$ cat src/rtl/sw_pkg.sv
package sw_pkg;
  localparam int SYM_W = 2;
  typedef logic [SYM_W-1:0] sym_t;
  typedef enum logic [1:0] {SYM_A = 2'd0, SYM_C = 2'd1, SYM_G = 2'd2, SYM_T = 2'd3} base_e;
endpackage

$ cat src/rtl/sw_seq_store.sv
module sw_seq_store #(
  parameter int DEPTH = 16,
  parameter int AW    = 4
) (
  input  logic           clk,
  input  logic           we,
  input  logic [AW-1:0]  waddr,
  input  sw_pkg::sym_t   wdata,
  input  logic [AW-1:0]  raddr,
  output sw_pkg::sym_t   rdata
);
  sw_pkg::sym_t mem_q [DEPTH];

  always_ff @(posedge clk) begin
    if (we) mem_q[waddr] <= wdata;
  end

  assign rdata = mem_q[raddr];

  always_comb begin
    if (we) assert_store_range_R1: assert (int'(waddr) < DEPTH);
  end
endmodule

$ cat src/rtl/sw_row_buf.sv
module sw_row_buf #(
  parameter int DEPTH = 17,
  parameter int AW    = 5,
  parameter int W     = 16
) (
  input  logic          clk,
  input  logic          we,
  input  logic [AW-1:0] waddr,
  input  logic [W-1:0]  wdata,
  input  logic [AW-1:0] raddr,
  output logic [W-1:0]  rdata
);
  logic [W-1:0] line_q [DEPTH];

  always_ff @(posedge clk) begin
    if (we) line_q[waddr] <= wdata;
  end

  assign rdata = line_q[raddr];

  always_comb begin
    if (we) assert_line_range_R2: assert (int'(waddr) < DEPTH);
  end
endmodule

$ cat src/rtl/sw_cell.sv
module sw_cell #(
  parameter int SCORE_W = 16,
  parameter int SC_W    = 8,
  parameter int PEN_W   = 8
) (
  input  sw_pkg::sym_t               sym_a,
  input  sw_pkg::sym_t               sym_b,
  input  logic [SCORE_W-1:0]         diag,
  input  logic [SCORE_W-1:0]         up,
  input  logic [SCORE_W-1:0]         left,
  input  logic signed [SC_W-1:0]     match_sc,
  input  logic signed [SC_W-1:0]     mismatch_sc,
  input  logic [PEN_W-1:0]           gap_pen,
  output logic [SCORE_W-1:0]         h
);
  localparam int EW = ((SCORE_W > PEN_W) ? SCORE_W : PEN_W) + 2;
  localparam logic signed [EW-1:0] CEIL = EW'({SCORE_W{1'b1}});

  logic signed [SC_W-1:0] sim;
  logic signed [EW-1:0]   sim_ext, gap_ext, diag_t, up_t, left_t, pick;

  always_comb begin
    sim     = (sym_a == sym_b) ? match_sc : mismatch_sc;
    sim_ext = EW'(sim);
    gap_ext = $signed(EW'(gap_pen));
    diag_t  = $signed(EW'(diag)) + sim_ext;
    up_t    = $signed(EW'(up)) - gap_ext;
    left_t  = $signed(EW'(left)) - gap_ext;
    pick    = '0;
    if (diag_t > pick) pick = diag_t;
    if (up_t   > pick) pick = up_t;
    if (left_t > pick) pick = left_t;
    if (pick > CEIL)   pick = CEIL;
    h = pick[SCORE_W-1:0];
  end
endmodule

$ cat src/rtl/sw_scorer.sv
module sw_scorer #(
  parameter int MAX_LEN = 16,
  parameter int SCORE_W = 16,
  parameter int SC_W    = 8,
  parameter int PEN_W   = 8,
  localparam int AW     = $clog2(MAX_LEN),
  localparam int LW     = $clog2(MAX_LEN + 1)
) (
  input  logic                   clk,
  input  logic                   rst_n,
  input  logic                   wr_en,
  input  logic                   wr_sel,
  input  logic [AW-1:0]          wr_addr,
  input  logic [1:0]             wr_sym,
  input  logic signed [SC_W-1:0] match_sc,
  input  logic signed [SC_W-1:0] mismatch_sc,
  input  logic [PEN_W-1:0]       gap_pen,
  input  logic [LW-1:0]          len_m,
  input  logic [LW-1:0]          len_n,
  input  logic                   start,
  output logic                   busy,
  output logic                   done,
  output logic [SCORE_W-1:0]     best_score,
  output logic [LW-1:0]          best_i,
  output logic [LW-1:0]          best_j
);
  localparam logic [LW-1:0] ONE = LW'(1);

  // run state
  logic               run_q, run_d, done_q, done_d;
  logic [LW-1:0]      i_q, i_d, j_q, j_d, m_q, m_d, n_q, n_d;
  logic [SCORE_W-1:0] diag_q, diag_d, left_q, left_d;
  logic [SCORE_W-1:0] best_q, best_d;
  logic [LW-1:0]      bi_q, bi_d, bj_q, bj_d;

  // datapath
  sw_pkg::sym_t       sym_a, sym_b;
  logic [SCORE_W-1:0] line_rd, up_v, diag_v, left_v, cell_h;
  logic               last_col, last_cell, line_we;

  sw_seq_store #(.DEPTH(MAX_LEN), .AW(AW)) u_seq_a (
    .clk(clk), .we(wr_en && !wr_sel), .waddr(wr_addr), .wdata(wr_sym),
    .raddr(AW'(i_q - ONE)), .rdata(sym_a));

  sw_seq_store #(.DEPTH(MAX_LEN), .AW(AW)) u_seq_b (
    .clk(clk), .we(wr_en && wr_sel), .waddr(wr_addr), .wdata(wr_sym),
    .raddr(AW'(j_q - ONE)), .rdata(sym_b));

  sw_row_buf #(.DEPTH(MAX_LEN + 1), .AW(LW), .W(SCORE_W)) u_line (
    .clk(clk), .we(line_we), .waddr(j_q), .wdata(cell_h),
    .raddr(j_q), .rdata(line_rd));

  sw_cell #(.SCORE_W(SCORE_W), .SC_W(SC_W), .PEN_W(PEN_W)) u_cell (
    .sym_a(sym_a), .sym_b(sym_b), .diag(diag_v), .up(up_v), .left(left_v),
    .match_sc(match_sc), .mismatch_sc(mismatch_sc), .gap_pen(gap_pen),
    .h(cell_h));

  // boundary row/column forced to zero
  always_comb begin
    up_v      = (i_q == ONE) ? '0 : line_rd;
    diag_v    = (j_q == ONE) ? '0 : diag_q;
    left_v    = (j_q == ONE) ? '0 : left_q;
    last_col  = (j_q == n_q);
    last_cell = last_col && (i_q == m_q);
    line_we   = run_q;
  end

  // next state
  always_comb begin
    run_d  = run_q;
    done_d = 1'b0;
    i_d    = i_q;
    j_d    = j_q;
    m_d    = m_q;
    n_d    = n_q;
    diag_d = diag_q;
    left_d = left_q;
    best_d = best_q;
    bi_d   = bi_q;
    bj_d   = bj_q;
    if (!run_q) begin
      if (start) begin
        best_d = '0;
        bi_d   = '0;
        bj_d   = '0;
        if (len_m == '0 || len_n == '0) begin
          done_d = 1'b1;
        end else begin
          run_d = 1'b1;
          i_d   = ONE;
          j_d   = ONE;
          m_d   = len_m;
          n_d   = len_n;
        end
      end
    end else begin
      diag_d = up_v;
      left_d = cell_h;
      if (cell_h > best_q) begin
        best_d = cell_h;
        bi_d   = i_q;
        bj_d   = j_q;
      end
      if (last_cell) begin
        run_d  = 1'b0;
        done_d = 1'b1;
      end else if (last_col) begin
        j_d = ONE;
        i_d = i_q + ONE;
      end else begin
        j_d = j_q + ONE;
      end
    end
  end

  // registers
  always_ff @(posedge clk or negedge rst_n) begin
    if (!rst_n) begin
      run_q  <= 1'b0;
      done_q <= 1'b0;
      i_q    <= ONE;
      j_q    <= ONE;
      m_q    <= '0;
      n_q    <= '0;
      diag_q <= '0;
      left_q <= '0;
      best_q <= '0;
      bi_q   <= '0;
      bj_q   <= '0;
    end else begin
      run_q  <= run_d;
      done_q <= done_d;
      if (run_q || start) begin
        i_q <= i_d;
        j_q <= j_d;
        m_q <= m_d;
        n_q <= n_d;
      end
      if (run_q) begin
        diag_q <= diag_d;
        left_q <= left_d;
      end
      best_q <= best_d;
      bi_q   <= bi_d;
      bj_q   <= bj_d;
    end
  end

  assign busy       = run_q;
  assign done       = done_q;
  assign best_score = best_q;
  assign best_i     = bi_q;
  assign best_j     = bj_q;

  // checks
  assert_done_pulse_R7: assert property (@(posedge clk) disable iff (!rst_n)
    done |=> !done);
  assert_busy_done_excl_R7: assert property (@(posedge clk) disable iff (!rst_n)
    !(busy && done));
  assert_best_monotone_R5: assert property (@(posedge clk) disable iff (!rst_n)
    (busy && $past(busy)) |-> (best_score >= $past(best_score)));
  assert_zero_len_R8: assert property (@(posedge clk) disable iff (!rst_n)
    (start && !busy && (len_m == '0 || len_n == '0)) |=> (done && !busy && best_score == '0));
  assert_idle_hold_R10: assert property (@(posedge clk) disable iff (!rst_n)
    (!busy && !$past(busy) && !$past(start)) |-> $stable(best_score));
  assert_pos_range_R5: assert property (@(posedge clk) disable iff (!rst_n)
    done |-> (best_i <= m_q && best_j <= n_q));
endmodule

$ cat config.mk
export PLATFORM = sky130hd
export DESIGN_NAME = sw_scorer
export DESIGN_NICKNAME = d
export VERILOG_FILES = /design/src/rtl/sw_pkg.sv /design/src/rtl/sw_seq_store.sv /design/src/rtl/sw_row_buf.sv /design/src/rtl/sw_cell.sv /design/src/rtl/sw_scorer.sv
export SDC_FILE = /design/constraint.sdc
export NUM_CORES = 1
export LEC_CHECK = 0
export CAP_MARGIN = 20
export CORE_MARGIN = 1
export CORE_UTILIZATION = 35
export CTS_CLUSTER_SIZE = 20
export DETAILED_ROUTE_END_ITERATION = 8
export DONT_BUFFER_PORTS = 1
export GPL_ROUTABILITY_DRIVEN = 0
export MAX_ROUTING_LAYER = met4
export PLACE_DENSITY = 0.47
export SLEW_MARGIN = 20
export SYNTH_ARGS = -nofsm -noshare
export SYNTH_HDL_FRONTEND = slang
export SYNTH_SLANG_ARGS = --single-unit
$ cat constraint.sdc
create_clock -name clk -period 15.34 [get_ports clk]
set_clock_uncertainty 0.15 [all_clocks]
set_input_delay 1.534 -clock clk [delete_from_list [all_inputs] [get_ports clk]]
set_output_delay 1.534 -clock clk [all_outputs]
set_load 0.03 [all_outputs]
# == Word-level counts from Yosys, hierarchy flattened ==
# Memories as Yosys holds them, arrays and structs flattened.
# Index checks and enable logic that the tools add are counted.
# Widths: inputs -> output; s select.
# classes
magnitude_cmp,5
add_sub_neg,7
eq_ne,9
reduce_logical,13
n_bitwise,2
muxes,38
# ops
cell,n
$mux 16,7
$mux 5,13
$mux 18,3
$gt 18x18->1,2
$sub 16x8->17,2
$add 17x8->18,1
$gt 18x1->1 const B,1
$gt 18x17->1 const B,1
$gt 16x16->1,1
$mux 1,14
$add 5x1->5 const B,2
$eq 5x1->1 const B,2
$eq 5x5->1,2
$logic_not 5->1,2
$mux 8,1
$reduce_and 4->1,2
$sub 4x1->4 const B,2
$reduce_and 5->1,1
$ne 2x1->1 const B,2
$ne 2x2->1 const B,2
$logic_and 1x1->1,3
$eq 2x2->1,1
$logic_or 1x1->1,2
$not 1->1,2
3 further kinds,3
# word_totals
inputBits,45
memories,3
ram_bits,336
register_bits,80
# mem_list
memory,words,word_bits,rd,rd_clocked_by_memory_dff,write_ports,line,text
u_line.line_q,17,16,1,0,1,sw_row_buf.sv:13,logic [W-1:0] line_q [DEPTH];
u_seq_a.mem_q,16,2,1,0,1,sw_seq_store.sv:12,sw_pkg::sym_t mem_q [DEPTH];
u_seq_b.mem_q,16,2,1,0,1,sw_seq_store.sv:12,

# == Depth between registers and ports, before layout ==
# Gate-level depths: netlist of the first run.
# An unclocked memory read counts as a cell.
# logic_depth
word_depth,16
depth_mapped,60
mapped_depth_nobuf,51

# == Cells and area by module ==
# Synthesis of the first run repeated with hierarchy kept, for this count alone.
# unflattened
hier_cells,1497
hier_area_um2,21003.9
# by_module_without_submodules
mod,cells_each,seq_area_each_um2,n_inst,area_per_inst_um2
sw_row_buf,458,8167.8,1,10551.4
sw_scorer,398,2004.4,1,4307.9
sw_cell,489,0.0,1,3464.6
sw_seq_store,76,960.9,2,1340.0

# == Worst setup path after synthesis of the first run ==
# Ideal clock, no wire load.
# synth_timing
path_kind,flip-flop to flip-flop
startpoint,reg j_q[1]
endpoint,reg best_q[11] (netlist: best_score[11])
path_buffers,11
arrival_time_ns,13.922
required_ns,15.065
path_slack_ns,1.143
setup_ns,0.125
stages_incl_launch_ff,59
cell_sequence,dfrtp_1 > buf_2 > buf_2 > buf_2 > buf_1 > clkbuf_1 > inv_1 > ha_1 > clkbuf_1 > mux4_2 > mux2i_1 > mux2i_1 > xor2_1 > nor2_1 > mux2_2 > ha_1 > and2_1 > a311oi_1 > [23 not listed] > o21a_1 > o21ai_0 > a2111oi_1 > a21o_1 > buf_2 > a221oi_1 > nor2_1 > ha_1 > nor2b_1 > o21a_1 > o21a_1 > o21a_1 > o21a_1 > o21a_1 > o21bai_1 > a311o_1 > clkbuf_1 > mux2_2
# synth_between
elab_chain_cells,16
word_cells_on_any_way,25
classes_between,4 x add/sub; 5 x order compare; 3 x eq/ne; 10 x mux; 1 x reduce/logical; 2 x memory
# synth_lines
element,line,text
"start, declared",sw_scorer.sv:31,"logic [LW-1:0] i_q, i_d, j_q, j_d, m_q, m_d, n_q, n_d;"
"start signal, assigned",sw_scorer.sv:135,j_q <= j_d;
$sub 4x1->4,sw_scorer.sv:47,".raddr(AW'(j_q - ONE)), .rdata(sym_b));"
$mem_v2 16x2,-,
$eq 2x2->1,sw_cell.sv:23,sim = (sym_a == sym_b) ? match_sc : mismatch_sc;
$mux 8,sw_cell.sv:23,
$add 17x8->18,sw_cell.sv:26,diag_t = $signed(EW'(diag)) + sim_ext;
$gt 18x1->1,sw_cell.sv:30,if (diag_t > pick) pick = diag_t;
$mux 18,sw_cell.sv:30,
$gt 18x18->1,sw_cell.sv:31,if (up_t > pick) pick = up_t;
$mux 18,sw_cell.sv:31,
$gt 18x18->1,sw_cell.sv:32,if (left_t > pick) pick = left_t;
$mux 18 *,sw_cell.sv:32,
$gt 18x17->1,sw_cell.sv:33,if (pick > CEIL) pick = CEIL;
$mux 16 *,sw_cell.sv:33,
named net cell_h[1],sw_scorer.sv:38,"logic [SCORE_W-1:0] line_rd, up_v, diag_v, left_v, cell_h;"
$gt 16x16->1 *,sw_scorer.sv:99,if (cell_h > best_q) begin
$ne 2x1->1 (no source line) *,-,
$reduce_and 2->1 (no source line) *,-,
"end signal, assigned",sw_scorer.sv:143,best_q <= best_d;
"end, declared",sw_scorer.sv:33,"logic [SCORE_W-1:0] best_q, best_d;"
# The timed path passes the listed nets; every way through them passes the cells marked *. The select of a mux whose other input is x is not followed.
# A chain may end at the register's enable or synchronous reset.

# == Worst setup path in the final report of the first run ==
# layout_timing
startpoint,reg i_q[0]
endpoint,reg bj_q[3] (netlist: best_j[3])
# layout_between
elab_chain_cells,16
word_cells_on_any_way,19
classes_between,3 x add/sub; 5 x order compare; 3 x eq/ne; 6 x mux; 1 x reduce/logical; 1 x memory
# layout_lines
element,line,text
"start, declared",sw_scorer.sv:31,
"start signal, assigned",sw_scorer.sv:134,i_q <= i_d;
$sub 4x1->4,sw_scorer.sv:43,".raddr(AW'(i_q - ONE)), .rdata(sym_a));"
$mem_v2 16x2,-,
$eq 2x2->1,sw_cell.sv:23,
$mux 8,sw_cell.sv:23,
$add 17x8->18,sw_cell.sv:26,
$gt 18x1->1,sw_cell.sv:30,
$mux 18,sw_cell.sv:30,
$gt 18x18->1,sw_cell.sv:31,
$mux 18 *,sw_cell.sv:31,
$gt 18x18->1,sw_cell.sv:32,
$mux 18 *,sw_cell.sv:32,
$gt 18x17->1,sw_cell.sv:33,
$mux 16 *,sw_cell.sv:33,
named net cell_h[1],sw_scorer.sv:38,
$gt 16x16->1 *,sw_scorer.sv:99,
$ne 2x1->1 (no source line) *,-,
$reduce_and 2->1 (no source line) *,-,
"end signal, assigned",sw_scorer.sv:145,bj_q <= bj_d;
"end, declared",sw_scorer.sv:34,"logic [LW-1:0] bi_q, bi_d, bj_q, bj_d;"
# The timed path passes the listed nets; every way through them passes the cells marked *.

==> results of run 1 <==
-- worst reg2reg max path, delay by kind of cell (launching register included) --
| family | cells | cell delay (ns) |
|---|---|---|
| xor gates and xnor gates | 1 | 0.22 |
| AOI/OAI and AO/OA | 23 | 6.15 |
| and+or+nand+nor | 13 | 2.69 |
| DFF | 1 | 0.80 |
| buffers and inverters | 5 | 1.24 |
| muxes | 4 | 1.13 |
| adders and majority gates | 5 | 1.88 |
-- registers in the layout (all words and copies together) (netlist names) --
signal         cells
u_seq_a.mem_q     32
left_q            16
n_q                5
best_j             5
done               1
diag_q            16
j_q                5
best_i             5
best_score        16
u_seq_b.mem_q     32
m_q                5
busy               1
i_q                5
u_line.line_q    272
-- how the worst min path moves through the flow --
stage / end / slack (ns) / depth (start not counted)
floorplan: left_q[2] / 0.29 / 2
global placement: left_q[2] / 0.31 / 2
detailed placement: left_q[2] / 0.31 / 2
CTS: left_q[3] / 0.33 / 2
global route: left_q[3] / 0.35 / 2
finish: left_q[6] / 0.33 / 2
-- repair_timing --
action,CTS,global route
endpoints found under the setup margin,0,14
setup buffers,0,0
hold buffers,0,0
endpoints found under the hold margin,0,0
gates resized for setup,0,1
-- cell type report --
type | instances | area, sq um
Fill cell | 5501 | 34800
Sequential cell | 416 | 12100
Multi-Input combinational cell | 1042 | 8130
Clock buffer | 62 | 1250
Tap cell | 765 | 957
Clock inverter | 26 | 365
Timing Repair Buffer | 38 | 285
Inverter | 62 | 233
-- metal layers --
metal	part of all wire (%)	vias to the layer above	track usage, %
li1	-	6135	-
met4	2.6	0	6.19
met1	46	6719	27.5
met2	45	334	31.1
met5	0	-	-
met3	5.9	96	3.95
-- cell usage after synthesis (all sizes together), types with 6 or more instances --
cell	instances	share of area, %
nor2b	16	0.48
o21a	20	0.72
a211oi	9	0.35
o21ai	52	1.3
nor2	120	2.2
and2	47	1.4
nor3	11	0.26
nand2b	7	0.21
mux4	56	6.2
a22oi	25	0.90
a221oi	21	0.92
a21o	19	0.69
and3	16	0.51
ha	84	5.1
edfxtp	336	49
buf	26	0.76
xor2	17	0.84
mux2	27	1.5
nand3	56	1.3
xnor2	27	1.1
o31ai	22	0.84
dfrtp	78	9.4
nand2	134	2.4
clkbuf	49	0.89
mux2i	64	3.1
o211ai	6	0.22
a31oi	13	0.42
inv	62	1.1
a21oi	66	1.6
nand4	15	0.45
-- power by group --
group	switching, mW	leakage [nW]	total, mW	internal, mW
registers	0.115	4.00	1.58	1.47
logic	0.633	3.51	0.956	0.323
clock network	0.472	0.787	1.18	0.713
-- cell families (layout without fill, tap and decap cells) --
group           after synthesis  in the layout
fa+ha+maj                    87             87
xor+xnor                     44             44
other cells                   1              1
mux                         147            147
compound gates              312            312
flops                       416            416
simple gates                451            451
buf+inv                     137            188
==> impl_metrics.toml, run 1 <==
[floorplan]
die_y_microns = 246
die_w_microns = 246
ioPinCount = 73
coreArea_sq_um = 58100
floorplan.die_area_sq_um = 60300
initial_core_util_pct = 35.7
std_cell_rows = 88

[synth]
synth_top_family_by_area = "multiplexers"
yosys_warnings = 0
synth_mux_area_share_pct = 10.7
async_flop_share_pct = 19.2
synth_area_sq_um = 20800
synth_xor_area_share_pct = 1.98
yosysSeqAreaShare_pct = 58.2
synthAdderAreaFrac_pct = 5.35
synth-seq-cells = 416
synth_compound_area_share_pct = 10.5
syn_nets = 1727
synth_cell_types = 89
syn_area_per_cell_sq_um = 13.0
synthFlopType = "edfxtp_1"
synth_cells = 1595
synth-simple-area-share_pct = 10.4
synth_edf_count = 336

[critical_path]
reg2reg_from = "i_q[0]"
cp_max_fo = 31
endpoint_kind = "flop"
worst_ep_arrival_time_ns = 14.70
rr_worst_depth = 51
crit_path_start = "i_q[0]"
cp_slowest_cell = "dfstp_2"
path_delay_family = "compound AO/OA/AOI/OAI gates"
crit_type = "flop to flop"
startpoint_type = "flop"
worst-path-buf-inv = 5
max_stage_delay_ns = 0.80
path_depth = 51
ff2ff_setup_slack_ns = 1.0
endpoint = "best_j[3]"
crit_required_ns = 15.69
r2r-end = "best_j[3]"

[clock_network]
htreeDepth = 2
clock_sinks = 416
cts_root_buf = "clkbuf_16"
tritoncts = "done"
clock_latency_ns = 0.60
clock_path_buffers = 3
clk_pin_slew_ns = 0.06
cts_buffers = 47

[timing]
min_period_ns = 14.34
setup_viol = 0
worst_slack_ns = 0.996
worst_pin_slew_ns = 1.11
hold_ws_ns = 0.329
finalCritPeriodShare_pct = 93.5
grt_setup_unrepaired = "false"
maxSlewViolCount = 0
hold_violations = 0
tns_ns = 0
max_freq_mhz = 69.7
relSlewSlack_pct = 26.0

[final_layout]
final_cell_mix = "336 x edfxtp_1, 134 x nand2_1, 117 x nor2_1, 84 x ha_1, 76 x dfrtp_1"
layout.nets = 1739
final_common_cell = "edfxtp_1"
drive_above_1_share_pct = 13.4
final_core_util_pct = 40.1
syn2layout_area_growth_pct = 12.3
stdcell_area_sq_um = 23300
layout.cells.non_filler = 2411
diodes = 0

[global_routing]
grt_max_degree = 81
grt_pass1_vias = 13300
grt_overflow = 0
grt_pass1_wl_microns = 88100
grt_use_total_pct = 20.4
grt_antenna_before_repair = 1

[drt]
drtAntennaViolNets = 0
vias = 13300
finalWirelength_microns = 59600
drt_first_pass_iters = 6
drt_first_iter_violations = 895
drt_drc_violations_left = 0
vias_per_cell = 5.51
wl_per_cell_microns = 24.7

[place]
dp_hpwl_microns = 41200
pre_cts_ws_ns = 0.753
place_area_sq_um = 21700
io_buffer_count = 0
dpl.cell_count = 2323

[min_path]
hp-start = "left_q[6]"
hp-class = "flop to flop"

[status]
status = "completed"

[power_and_ir_drop]
power_density_nw_per_um2 = 160
ir_drop_mv = 0.167
power_leakage_nw = 8.31
p_total_mw = 3.72

[flow_run]
max_cap_violations = 0
No activity file was read; power rests on OpenSTA's default activity.
==> inputs of run 2 (changes only) <==
PLACE_DENSITY = default   (was 0.47)
==> impl_metrics.toml, run 2 (synthesis gave the netlist of run 1 again) <==
[status]
status = "completed"

[critical_path]
crit_type = "flop to flop"
worst_ep_arrival_time_ns = 14.64
endpoint_kind = "flop"
crit_required_ns = 15.64
ff2ff_setup_slack_ns = 1.01
cp_max_fo = 28
endpoint = "best_score[14]"
reg2reg_from = "j_q[0]"
rr_worst_depth = 45
max_stage_delay_ns = 0.92
path_depth = 45
worst-path-buf-inv = 2
startpoint_type = "flop"
path_delay_family = "compound AO/OA/AOI/OAI gates"
cp_slowest_cell = "dfstp_4"
r2r-end = "best_score[14]"
crit_path_start = "j_q[0]"

[clock_network]
postCtsSetupRepairBufs = 0
clk_pin_slew_ns = 0.06
hold_buffers = 0
tritoncts = "done"
cts_root_buf = "clkbuf_16"
htreeDepth = 2
clock_sinks = 416
clock_path_buffers = 3
cts_buffers = 45
cts_resized = 0
clock_latency_ns = 0.59

[timing]
hold_violations = 0
max_freq_mhz = 69.8
finalCritPeriodShare_pct = 93.4
relSlewSlack_pct = 27.6
setup_viol = 0
tns_ns = 0
hold_ws_ns = 0.330
grt_setup_unrepaired = "false"
min_period_ns = 14.33
worst_pin_slew_ns = 1.08
maxSlewViolCount = 0

[final_layout]
largest-register = "u_line.line_q"
layout.cells.non_filler = 2398
fill_cells = 5414
syn2layout_area_growth_pct = 11.6
seqCellArea_sq_um = 12100
diodes = 0
largestRegisters = "u_line.line_q: 272 flops, u_seq_a.mem_q: 32 flops, u_seq_b.mem_q: 32 flops"
stdcell_area_sq_um = 23200
final_core_util_pct = 39.9
final_cell_mix = "336 x edfxtp_1, 134 x nand2_1, 116 x nor2_1, 84 x ha_1, 76 x dfrtp_1"
drive_above_1_share_pct = 13.0
final_common_cell = "edfxtp_1"
layout.nets = 1731
largest_register_ffs = 272
multi_input_area_sq_um = 8150

[drt]
drt_first_iter_violations = 1197
vias_per_cell = 5.67
finalWirelength_microns = 56100
drtAntennaViolNets = 0
wl_per_cell_microns = 23.4
drt_first_pass_iters = 5
drt_drc_violations_left = 0
vias = 13600

[global_routing]
grt_use_total_pct = 19.0
grt_overflow = 0
grt_max_degree = 81
grt_pass1_vias = 13500
grt_antenna_before_repair = 0
grt_pass1_wl_microns = 83800

[min_path]
hp-start = "left_q[3]"
hp-class = "flop to flop"

[floorplan]
floorplan.die_area_sq_um = 60300
die_w_microns = 246
coreArea_sq_um = 58100
std_cell_rows = 88
die_y_microns = 246
ioPinCount = 73
initial_core_util_pct = 35.7

[power_and_ir_drop]
power_density_nw_per_um2 = 158
ir_drop_mv = 0.125
power_leakage_nw = 8.22

[place]
dpl.cell_count = 2316
io_buffer_count = 0
dp_hpwl_microns = 38000
place_area_sq_um = 21600

[flow_run]
max_cap_violations = 0
## run 2: changes by cell type in the layout (fill, tap and decap cells not counted), moves of 2 or more
cell       change
a2111oi_0      -2
a2111oi_1      +2
buf_4          -7
bufinv_16      -2
clkbuf_1       -3
clkbuf_16      -2
clkinv_4       +2
## run 2: worst min-delay path by stage
stage	to	slack [ns]	cells after the start
after floorplan	left_q[2]	0.29	2
after global placement	left_q[3]	0.31	2
after detailed placement	left_q[1]	0.32	1
after CTS	left_q[6]	0.33	2
after global routing	left_q[6]	0.35	2
final	left_q[3]	0.33	2
## run 2: layer usage
metal	track usage (%)	part of all wire, %	vias to the layer above
met5	-	0	-
met4	5.57	2.5	0
met3	3.63	7.4	91
met2	29.3	46	549
met1	25.4	44	6860
li1	-	-	6101
## run 2: final cells by class
type                            instances  area share, %
Inverter                               62           1.00
Clock buffer                           57           5.14
Timing Repair Buffer                   31           1.00
Multi-Input combinational cell       1043           35.2
Clock inverter                         24           1.35
Tap cell                              765           4.13
Sequential cell                       416           52.2
## run 2: tightest hold or removal path, stage by stage (launching register included)
cell and delay (ns):
dfrtp_1 0.34, nand2_1 0.05, o31ai_1 0.06
## run 2: where the power goes
group | internal [mW] | switching, mW | total [mW]
clock network | 0.654 | 0.457 | 1.11
registers | 1.47 | 0.116 | 1.58
logic | 0.325 | 0.652 | 0.977
total | 2.45 | 1.22 | 3.67
## run 2: stage by stage
stage / total power [mW] / worst slack (ns)
floorplan: 2.20 / 1.14
global placement: 2.50 / 1.02
detailed placement: 2.54 / 0.578
CTS: 3.64 / 0.488
global route: 3.82 / 0.100
finish: 3.67 / 1.01
